==> src/rtl/hold_gate_pkg.sv <==
package hold_gate_pkg;

    typedef struct packed {
        logic cs_n;
        logic sck;
        logic hold_n;
    } pins_t;

    localparam int PIN_COUNT = $bits(pins_t);

    localparam pins_t PINS_IDLE = '{cs_n: 1'b1, sck: 1'b0, hold_n: 1'b1};

    typedef enum logic [1:0] {
        PS_RUN      = 2'd0,
        PS_WAIT_IN  = 2'd1,
        PS_HELD     = 2'd2,
        PS_WAIT_OUT = 2'd3
    } pause_st_e;

    typedef struct packed {
        logic cs_rise;
        logic cs_fall;
        logic sck_rise;
        logic sck_fall;
        logic hold_rise;
        logic hold_fall;
    } edges_t;

    function automatic logic is_paused(pause_st_e st);
        return (st == PS_HELD) || (st == PS_WAIT_OUT);
    endfunction

    function automatic edges_t find_edges(pins_t now, pins_t prev);
        edges_t e;
        e.cs_rise   =  now.cs_n   & ~prev.cs_n;
        e.cs_fall   = ~now.cs_n   &  prev.cs_n;
        e.sck_rise  =  now.sck    & ~prev.sck;
        e.sck_fall  = ~now.sck    &  prev.sck;
        e.hold_rise =  now.hold_n & ~prev.hold_n;
        e.hold_fall = ~now.hold_n &  prev.hold_n;
        return e;
    endfunction

endpackage

==> src/rtl/hold_pin_sync.sv <==
module hold_pin_sync
    import hold_gate_pkg::*;
#(
    parameter int SYNC_STAGES = 2
) (
    input  logic  clk,
    input  logic  rst,
    input  pins_t raw,
    output pins_t now,
    output pins_t prev
);
    localparam int LAST = SYNC_STAGES - 1;

    logic [PIN_COUNT-1:0] raw_v;
    logic [PIN_COUNT-1:0] idle_v;
    logic [PIN_COUNT-1:0] now_v;
    logic [PIN_COUNT-1:0] prev_v;

    assign raw_v  = raw;
    assign idle_v = PINS_IDLE;

    for (genvar p = 0; p < PIN_COUNT; p++) begin : g_pin
        logic [SYNC_STAGES-1:0] chain;
        always_ff @(posedge clk) begin
            if (rst) begin
                chain <= {SYNC_STAGES{idle_v[p]}};
            end else if (SYNC_STAGES == 1) begin
                chain[0] <= raw_v[p];
            end else begin
                chain <= {chain[SYNC_STAGES-2:0], raw_v[p]};
            end
        end
        assign now_v[p] = chain[LAST];
    end

    always_ff @(posedge clk) begin
        if (rst) prev_v <= idle_v;
        else     prev_v <= now_v;
    end

    assign now  = pins_t'(now_v);
    assign prev = pins_t'(prev_v);
endmodule

==> src/rtl/hold_pause_fsm.sv <==
module hold_pause_fsm
    import hold_gate_pkg::*;
(
    input  logic      clk,
    input  logic      rst,
    input  pins_t     now,
    input  pins_t     prev,
    output pause_st_e st,
    output pause_st_e st_next,
    output logic      lock,
    output logic      lock_next
);
    edges_t e;
    assign e = find_edges(now, prev);

    always_comb begin
        lock_next = lock;
        if (lock) begin
            if (e.cs_fall && now.hold_n) lock_next = 1'b0;
        end else if (now.cs_n && is_paused(st)) begin
            lock_next = 1'b1;
        end
    end

    always_comb begin
        st_next = st;
        if (now.cs_n || lock_next) begin
            st_next = PS_RUN;
        end else begin
            unique case (st)
                PS_RUN: begin
                    if (e.hold_fall) st_next = now.sck ? PS_WAIT_IN : PS_HELD;
                end
                PS_WAIT_IN: begin
                    if (now.hold_n)    st_next = PS_RUN;
                    else if (!now.sck) st_next = PS_HELD;
                end
                PS_HELD: begin
                    if (e.hold_rise) st_next = now.sck ? PS_WAIT_OUT : PS_RUN;
                end
                PS_WAIT_OUT: begin
                    if (!now.hold_n)   st_next = PS_HELD;
                    else if (!now.sck) st_next = PS_RUN;
                end
                default: st_next = PS_RUN;
            endcase
        end
    end

    always_ff @(posedge clk) begin
        if (rst) begin
            st   <= PS_RUN;
            lock <= 1'b0;
        end else begin
            st   <= st_next;
            lock <= lock_next;
        end
    end
endmodule

==> src/rtl/hold_out_gate.sv <==
module hold_out_gate
    import hold_gate_pkg::*;
(
    input  logic      clk,
    input  logic      rst,
    input  pins_t     now,
    input  pins_t     prev,
    input  pause_st_e st,
    input  pause_st_e st_next,
    input  logic      lock,
    input  logic      lock_next,
    input  logic      so_drive,
    output logic      rise_en,
    output logic      fall_en,
    output logic      oe
);
    edges_t e;
    logic   quiet;
    logic   oe_block;

    assign e = find_edges(now, prev);

    // A clock edge is withheld if a pause holds on either side of the sample.
    assign quiet    = now.cs_n | is_paused(st) | is_paused(st_next) | lock | lock_next;
    assign oe_block = now.cs_n | is_paused(st_next) | lock_next;

    always_ff @(posedge clk) begin
        if (rst) begin
            rise_en <= 1'b0;
            fall_en <= 1'b0;
            oe      <= 1'b0;
        end else begin
            rise_en <= e.sck_rise & ~quiet;
            fall_en <= e.sck_fall & ~quiet;
            oe      <= so_drive & ~oe_block;
        end
    end
endmodule

==> src/rtl/hold_gate.sv <==
module hold_gate
    import hold_gate_pkg::*;
#(
    parameter int SYNC_STAGES = 2
) (
    input  logic clk,
    input  logic rst,
    input  logic cs_n_pin,
    input  logic sck_pin,
    input  logic hold_n_pin,
    input  logic so_drive,
    output logic hold_active,
    output logic sck_rise_en,
    output logic sck_fall_en,
    output logic so_oe,
    output logic core_reset
);
    pins_t     raw;
    pins_t     now;
    pins_t     prev;
    pause_st_e st;
    pause_st_e st_next;
    logic      lock;
    logic      lock_next;

    assign raw = '{cs_n: cs_n_pin, sck: sck_pin, hold_n: hold_n_pin};

    hold_pin_sync #(.SYNC_STAGES(SYNC_STAGES)) u_sync (
        .clk  (clk),
        .rst  (rst),
        .raw  (raw),
        .now  (now),
        .prev (prev)
    );

    hold_pause_fsm u_fsm (
        .clk       (clk),
        .rst       (rst),
        .now       (now),
        .prev      (prev),
        .st        (st),
        .st_next   (st_next),
        .lock      (lock),
        .lock_next (lock_next)
    );

    hold_out_gate u_gate (
        .clk       (clk),
        .rst       (rst),
        .now       (now),
        .prev      (prev),
        .st        (st),
        .st_next   (st_next),
        .lock      (lock),
        .lock_next (lock_next),
        .so_drive  (so_drive),
        .rise_en   (sck_rise_en),
        .fall_en   (sck_fall_en),
        .oe        (so_oe)
    );

    assign hold_active = is_paused(st);
    assign core_reset  = lock;
endmodule

==> config.mk <==
export PLATFORM = sky130hd
export DESIGN_NAME = hold_gate
export DESIGN_NICKNAME = d
export VERILOG_FILES = /design/src/rtl/hold_gate_pkg.sv /design/src/rtl/hold_pin_sync.sv /design/src/rtl/hold_pause_fsm.sv /design/src/rtl/hold_out_gate.sv /design/src/rtl/hold_gate.sv
export SDC_FILE = /design/constraint.sdc
export NUM_CORES = 1
export LEC_CHECK = 0
export CORE_AREA = 3 3 40 42
export CTS_CLUSTER_DIAMETER = 50
export DETAILED_ROUTE_END_ITERATION = 8
export DIE_AREA = 0 0 43 45
export PLACE_DENSITY = 0.62
export SLEW_MARGIN = 30
export SYNTH_ARGS = -nofsm -noshare
export SYNTH_HDL_FRONTEND = slang
export SYNTH_HIERARCHICAL = 1
export SYNTH_SLANG_ARGS = --single-unit
==> constraint.sdc <==
create_clock -name clk -period 1.6 [get_ports clk]
set_input_delay 0.32 -clock clk [delete_from_list [all_inputs] [get_ports clk]]
set_output_delay 0.32 -clock clk [all_outputs]
set_load 0.005 [all_outputs]
==> qor.yml, run 1 <==
min_path:
  worstHoldPathType: "reg2reg"
  hold_start: "u_sync/g_pin[2].chain[0]$_SDFF_PP1_"
  whs_path_depth: 1
job:
  cap_viol_max_count: 0
worst_setup_path:
  crit_chain: "clkdlybuf4s50_1"
  crit_start: "u_fsm/lock$_SDFF_PP0_"
  critical_path_arrival_ns: 1.20
  reg2reg_from: "u_fsm/st[0]$_SDFF_PP0_"
  crit_required_ns: 1.28
  reg2regPathDepth: 5
  crit_family: "buffers and inverters"
  startpoint_type: "register"
  max_stage_delay_ns: 0.52
  worstPathMaxFanout: 5
  crit_buf_inv: 1
  slowest_stage: "clkdlybuf4s50_1"
  end_kind: "primary output"
  cp_num_cells: 1
  worstSetupPathType: "reg2out"
routing:
  post_drt_via_cell_ratio: 4.885
  postRouteAntennaNets: 0
  drtPass1Iterations: 4
  dr.first_iter.drc_count: 5
  wl_um: 844
  drc_errors: 0
  wl_per_cell_um: 10.82
  vias: 381
sta:
  fin_ws_ns: 0.07876
  slew_headroom_pct: 82.06
  clock_skew_ns: 0.001038
  report.final.slew_viol_count: 0
  finalHoldViolations: 0
  setup_viol: 0
  max_freq_ghz: 0.6574
  fin_crit_sh_pct: 95.08
  period_needed_ns: 1.521
  rsz0062_at_grt: "no"
  timing.setup.tns_ns: 0
  worst_slew_pin_slew_ns: 0.2669
finish:
  finalNetCount: 70
  design_area_um2: 676.9
  nFillCells: 117
  drive_above_1_share_pct: 19.05
  post-route-util_pct: 52.68
  diodes: 0
  synthToLayoutAreaGrowth_pct: 25.81
global_routing:
  grt_pass1_vias: 316
  grt_max_degree: 9
  grt_use_total_pct: 10.12
  antenna_found_initial: 0
  gr-total-overflow: 0
  grt_pass1_wl_um: 1393
place:
  place_worst_setup_slack_ns: 0.1042
  postPlaceCellArea_um2: 645.6
  hpwl_um: 613.6
  placement.io_buffers: 10
  gp_congestion: 0.7360
clocking:
  htreeDepth: 1
  cts-root-buf: "clkbuf_4"
  cts_tree: "done"
  cts.path.max_buffers: 2
  clock_latency_ns: 0.28
  clk_pin_slew_ns: 0.09
  clkSinkCount: 15
  cts_buffers: 3
floorplan:
  die_area_um2: 1935
  coreArea_um2: 1285
  num_rows: 13
  fp.dieH_um: 45
  design.portCount: 11
  die_x_um: 43
  initial_utilization_pct: 41.87
synthesis:
  netlist_instances: 51
  yosysWarnings: 6
  synth_area_um2: 538.0
  syn-num-nets: 57
  synth.avg_cell_area_um2: 10.55
power:
  pwr-share-comb_pct: 6.1
  switching_share_pct: 21.72
  ir_drop_uv: 450.2
  seq_power_share_pct: 60.5
  p_total_mw: 0.6453
  p_leak_nw: 0.2611
  internal-power_mw: 0.5052
  clock_power_share_pct: 33.4
  switching_power_mw: 0.1401
  pwr_density_cell_nw_per_um2: 953.4
status:
  status: "finished, final reports clean"
[through the flow]
stage / instances / hold WS (ns)
4_1_cts: 78 / 0.4250
3_5_place_dp: 74 / 0.4014
5_1_grt: 78 / 0.4414
6_report: 78 / 0.4147
3_3_place_gp: 74 / 0.3878
2_1_floorplan: 51 / 0.3832
[timing repair]
action	CTS	global route
hold buffers	0	0
endpoints found under the setup margin	0	4
endpoints found under the hold margin	0	0
resized for setup	0	2
setup buffers	0	0
[metal layers]
metal  global-route usage (%)  share of wire, %  vias up
met3                    3.984               8.6        2
met5                        0                 0        -
met2                    13.47                43       16
met1                    12.44                46      170
li1                         -                 -      193
met4                    9.036               1.8        0
[power by group through the flow]
stage	Sequential (mW)	Combinational (mW)	Clock, mW
3_5_place_dp	0.399	0.0390	0
5_1_grt	0.392	0.0436	0.239
3_3_place_gp	0.399	0.0390	0
2_1_floorplan	0.395	0.0222	0
6_report	0.390	0.0391	0.216
4_1_cts	0.390	0.0390	0.218
[flip-flops by register name, summed over array words and instances (netlist names)]
name	cells
u_sync/g_pin.chain	6
u_sync/prev	3
u_fsm/st	2
u_fsm/lock	1
u_gate/fall_en	1
u_gate/oe	1
u_gate/rise_en	1
[worst paths after layout]
path                                              end  slack (ns)
hold / removal    u_sync/g_pin[2].chain[1]$_SDFF_PP1_        0.41
hold reg to reg   u_sync/g_pin[2].chain[1]$_SDFF_PP1_        0.41
setup / recovery                           core_reset        0.08
setup reg to reg            u_gate/fall_en$_SDFF_PP0_        0.17
[cell usage in the layout (no fill, tap or decap)]
master and n:
a21o_1 1, a21oi_1 2, a21oi_2 1, and2_2 1, and4b_1 2, buf_4 2
clkbuf_1 1, clkbuf_4 3, clkdlybuf4s50_1 10, dfxtp_1 14, dfxtp_2 1, nand2_1 2
nand2_2 1, nand2b_1 2, nor2_1 2, nor2b_1 3, nor3_1 2, nor4_2 2
o211ai_1 1, o21ai_0 1, or2_1 6, or2_2 1, xnor2_1 1, xor2_1 1
[cell type report]
class	count	area [um2]	area share [%]
repair buffers	12	115.1	17.01
clock buffers	4	26.28	3.882
well taps	15	18.77	2.773
multi-input cells	32	215.2	31.79
flip-flops and latches	15	301.5	44.55
Power figures use the tool's default switching activity.
==> inputs of run 2 (changes only) <==
Settings changed: CORE_AREA 3 3 40 42 to 2 2 39 41, DIE_AREA 0 0 43 45 to 0 0 41 43, PLACE_DENSITY 0.62 to 0.77, SLEW_MARGIN 30 to 20.
==> qor.yml, run 2 (synthesis results as in run 1) <==
status:
  status: "finished, final reports clean"
place:
  dp.cells: 75
  place_worst_setup_slack_ns: 0.09748
  hpwl_um: 573.7
  gp_congestion: 0.7308
  placement.io_buffers: 10
routing:
  postRouteAntennaNets: 0
  drtPass1Iterations: 4
  post_drt_via_cell_ratio: 4.734
  wl_per_cell_um: 9.810
  drc_errors: 0
  dr.first_iter.drc_count: 3
  wl_um: 775
  vias: 374
clocking:
  clk_pin_slew_ns: 0.08
  clkSinkCount: 15
  post_cts_buffers: 0
  cts-root-buf: "clkbuf_4"
  postCtsHoldBufs: 0
  htreeDepth: 1
  cts_buffers: 3
  clock_latency_ns: 0.27
  cts-resized-gates: 0
  cts.path.max_buffers: 2
  cts_tree: "done"
worst_setup_path:
  worstPathMaxFanout: 5
  crit_family: "buffers and inverters"
  max_stage_delay_ns: 0.52
  crit_required_ns: 1.28
  slowest_stage: "clkdlybuf4s50_1"
  crit_buf_inv: 1
  startpoint_type: "register"
  crit_chain: "clkdlybuf4s50_1"
  end_kind: "primary output"
  worstSetupPathType: "reg2out"
  r2r_slack_ns: 0.13
  critical_path_arrival_ns: 1.19
finish:
  final_common_cell: "dfxtp_1"
  mostFrequentLayoutCells: "dfxtp_1, clkdlybuf4s50_1, or2_1"
  fin_cells: 79
  top_register: "u_sync/g_pin.chain"
  drive_above_1_share_pct: 19.05
  synthToLayoutAreaGrowth_pct: 26.05
  diodes: 0
  finalNetCount: 70
  post-route-util_pct: 49.01
  largest_reg_flops: 6
floorplan:
  die_x_um: 41
  die_area_um2: 1763
  initial_utilization_pct: 38.88
  coreArea_um2: 1384
  design.portCount: 11
  fp.dieH_um: 43
  num_rows: 14
sta:
  report.final.slew_viol_count: 0
  timing.setup.tns_ns: 0
  rsz0062_at_grt: "no"
  period_needed_ns: 1.506
  worst_slew_pin_slew_ns: 0.2614
  slew_headroom_pct: 82.43
  fin_crit_sh_pct: 94.10
  max_freq_ghz: 0.6642
  setup_viol: 0
  whs_ns: 0.4122
  clock_skew_ns: 0.002234
  finalHoldViolations: 0
  fin_ws_ns: 0.09432
global_routing:
  gr-total-overflow: 0
  grt_pass1_vias: 342
  grt_max_degree: 9
  antenna_found_initial: 0
  grt_use_total_pct: 12.55
  grt_pass1_wl_um: 1428
power:
  switching_power_mw: 0.1332
  p_leak_nw: 0.2611
  pwr_density_cell_nw_per_um2: 940.9
  clock_power_share_pct: 32.8
  seq_power_share_pct: 61.1
  switching_share_pct: 20.87
  ir_drop_uv: 545.2
  pwr-share-comb_pct: 6.1
  internal-power_mw: 0.5049
min_path:
  worstHoldPathType: "reg2reg"
job:
  cap_viol_max_count: 0
run 2: cell counts in the layout (fill, tap and decap cells not counted):
No cell type changed its count.
run 2: metrics by stage:
stage	cell area, um2	power, mW
4_1_cts	673.1	0.6518
2_1_floorplan	538.0	0.4168
6_report	678.2	0.6381
5_1_grt	678.2	0.6777
3_5_place_dp	646.9	0.4374
3_3_place_gp	646.9	0.4366
run 2: final timing paths:
path,end,cells past startpoint,from
min,u_sync/g_pin[0].chain[1]$_SDFF_PP1_,1,u_sync/g_pin[0].chain[0]$_SDFF_PP1_
min reg2reg,u_sync/g_pin[0].chain[1]$_SDFF_PP1_,1,u_sync/g_pin[0].chain[0]$_SDFF_PP1_
max reg2reg,u_gate/rise_en$_SDFF_PP0_,5,u_fsm/st[1]$_SDFF_PP0_
max,core_reset,1,u_fsm/lock$_SDFF_PP0_
run 2: power groups by stage:
stage	clock, mW	combinational [mW]	sequential [mW]
after floorplan	0	0.0222	0.395
after global routing	0.242	0.0442	0.391
after CTS	0.223	0.0386	0.390
after detailed placement	0	0.0386	0.399
after global placement	0	0.0380	0.399
final	0.209	0.0387	0.390
run 2: per-layer routing:
metal	vias up	share of wire, %	global-route usage (%)
met5	-	0	0
met4	0	0.52	10.00
met3	2	6.8	4.712
met2	17	48	16.88
met1	163	45	15.18
li1	192	-	-
run 2: layout make-up:
cell class	count	area (um2)
Timing Repair Buffer	12	115.1
Tap cell	16	20.02
Clock buffer	4	26.28
Fill cell	121	705.7
Sequential cell	15	301.5
Multi-Input combinational cell	32	215.2
==> inputs of run 3 (changes only) <==
--- a/config.mk
+++ b/config.mk
@@ -8,2 +8,3 @@
 export CORE_AREA = 2 2 39 41
+export CTS_BUF_LIST = sky130_fd_sc_hd__clkbuf_4
 export CTS_CLUSTER_DIAMETER = 50
==> constraint.sdc (replaced) <==
create_clock -name clk -period 1.6 [get_ports clk]
set_input_delay 0.48 -clock clk [delete_from_list [all_inputs] [get_ports clk]]
set_output_delay 0.48 -clock clk [all_outputs]
set_load 0.005 [all_outputs]
==> qor.yml, run 3 (synthesis results as in run 1) <==
finish:
  largest_reg_flops: 6
  nFillCells: 123
  final_common_cell: "dfxtp_1"
  top_register: "u_sync/g_pin.chain"
  synthToLayoutAreaGrowth_pct: 30.23
  mostFrequentLayoutCells: "dfxtp_1, clkdlybuf4s50_1, or2_1"
  finalNetCount: 71
  drive_above_1_share_pct: 23.44
  post-route-util_pct: 50.63
  diodes: 0
status:
  status: "finished, final reports clean"
routing:
  wl_per_cell_um: 9.463
  dr.first_iter.drc_count: 3
  post_drt_via_cell_ratio: 4.663
  postRouteAntennaNets: 0
  drtPass1Iterations: 3
  drc_errors: 0
  wl_um: 757
  vias: 373
floorplan:
  design.portCount: 11
  fp.dieH_um: 43
  num_rows: 14
  coreArea_um2: 1384
  initial_utilization_pct: 38.88
  die_area_um2: 1763
  die_x_um: 41
worst_setup_path:
  r2r_slack_ns: 0.11
  startpoint_type: "register"
  crit_chain: "clkdlybuf4s50_1"
  end_kind: "primary output"
  critical_path_arrival_ns: 1.06
  reg2reg_from: "u_fsm/st[0]$_SDFF_PP0_"
  slowest_stage: "clkdlybuf4s50_1"
  crit_required_ns: 1.12
  worstPathMaxFanout: 1
  max_stage_delay_ns: 0.48
  reg2regPathDepth: 5
  crit_buf_inv: 1
  r2r_end: "u_gate/rise_en$_SDFF_PP0_"
  crit_family: "buffers and inverters"
  worstSetupPathType: "reg2out"
power:
  p_leak_nw: 0.3453
  ir_drop_uv: 540.5
  p_total_mw: 0.6503
  pwr_density_cell_nw_per_um2: 928.1
sta:
  finalHoldViolations: 0
  max_freq_ghz: 0.6473
  period_needed_ns: 1.545
  whs_ns: 0.4105
  fin_crit_sh_pct: 96.55
  rsz0062_at_grt: "no"
  worst_slew_pin_slew_ns: 0.2808
  timing.setup.tns_ns: 0
  slew_headroom_pct: 81.12
  clock_skew_ns: 0.002118
  setup_viol: 0
  report.final.slew_viol_count: 0
min_path:
  hold_start: "u_sync/g_pin[2].chain[0]$_SDFF_PP1_"
  worstHoldPathType: "reg2reg"
  whs_path_depth: 1
  holdPathEnd: "u_sync/g_pin[2].chain[1]$_SDFF_PP1_"
clocking:
  clkSinkCount: 15
  clk_pin_slew_ns: 0.08
  cts_tree: "done"
  cts-root-buf: "clkbuf_4"
  cts.path.max_buffers: 2
  cts_buffers: 3
  htreeDepth: 1
  clock_latency_ns: 0.27
global_routing:
  antenna_found_initial: 0
  grt_use_total_pct: 10.41
  grt_pass1_vias: 320
  gr-total-overflow: 0
  grt_pass1_wl_um: 1248
  grt_max_degree: 11
place:
  hpwl_um: 549.1
  gp_congestion: 0.7557
  placement.io_buffers: 10
job:
  cap_viol_max_count: 0
## run 3: final cells by class
type | instances | area [um2] | area share (%)
Timing Repair Buffer | 13 | 132.6 | 18.93
Tap cell | 16 | 20.02 | 2.857
Clock buffer | 4 | 30.03 | 4.286
Multi-Input combinational cell | 32 | 215.2 | 30.71
Sequential cell | 15 | 302.8 | 43.21
## run 3: what timing repair did
item                                    4_1_cts  5_1_grt
setup buffers                                 1        0
hold buffers                                  0        0
endpoints found under the setup margin        2        6
pin swaps                                     0        0
resized for setup                             2        5
## run 3: where the power goes
part           switching, mW  internal [mW]  total (mW)
clock                  0.110          0.113       0.223
sequential           0.00655          0.383       0.390
combinational         0.0135         0.0240      0.0375
total                  0.130          0.520       0.650
## run 3: per-layer routing
metal,part of all wire (%),track usage (%)
met5,0,0
met4,0,4.000
met3,6.9,4.712
met2,43,14.06
met1,50,14.14
## run 3: stage by stage
step,area (um2),worst slack (ns),std cells
2_1_floorplan,538.0,0.2074,51
3_3_place_gp,646.9,0.06342,75
3_5_place_dp,646.9,0.06647,75
4_1_cts,686.9,0.008804,80
5_1_grt,700.7,0.01466,80
6_report,700.7,0.05515,80
## run 3: how the worst max path moves through the flow
stage,from,endpoint,slack [ns],cells after the start
finish,u_gate/fall_en$_SDFF_PP0_,sck_fall_en,0.06,1
global route,u_gate/fall_en$_SDFF_PP0_,sck_fall_en,0.01,1
CTS,u_fsm/st[1]$_SDFF_PP0_,hold_active,0.009,1
detailed placement,u_fsm/st[0]$_SDFF_PP0_,u_gate/rise_en$_SDFF_PP0_,0.07,5
global placement,u_fsm/st[0]$_SDFF_PP0_,u_gate/rise_en$_SDFF_PP0_,0.06,5
floorplan,u_fsm/st[1]$_SDFF_PP0_,u_gate/fall_en$_SDFF_PP0_,0.21,5
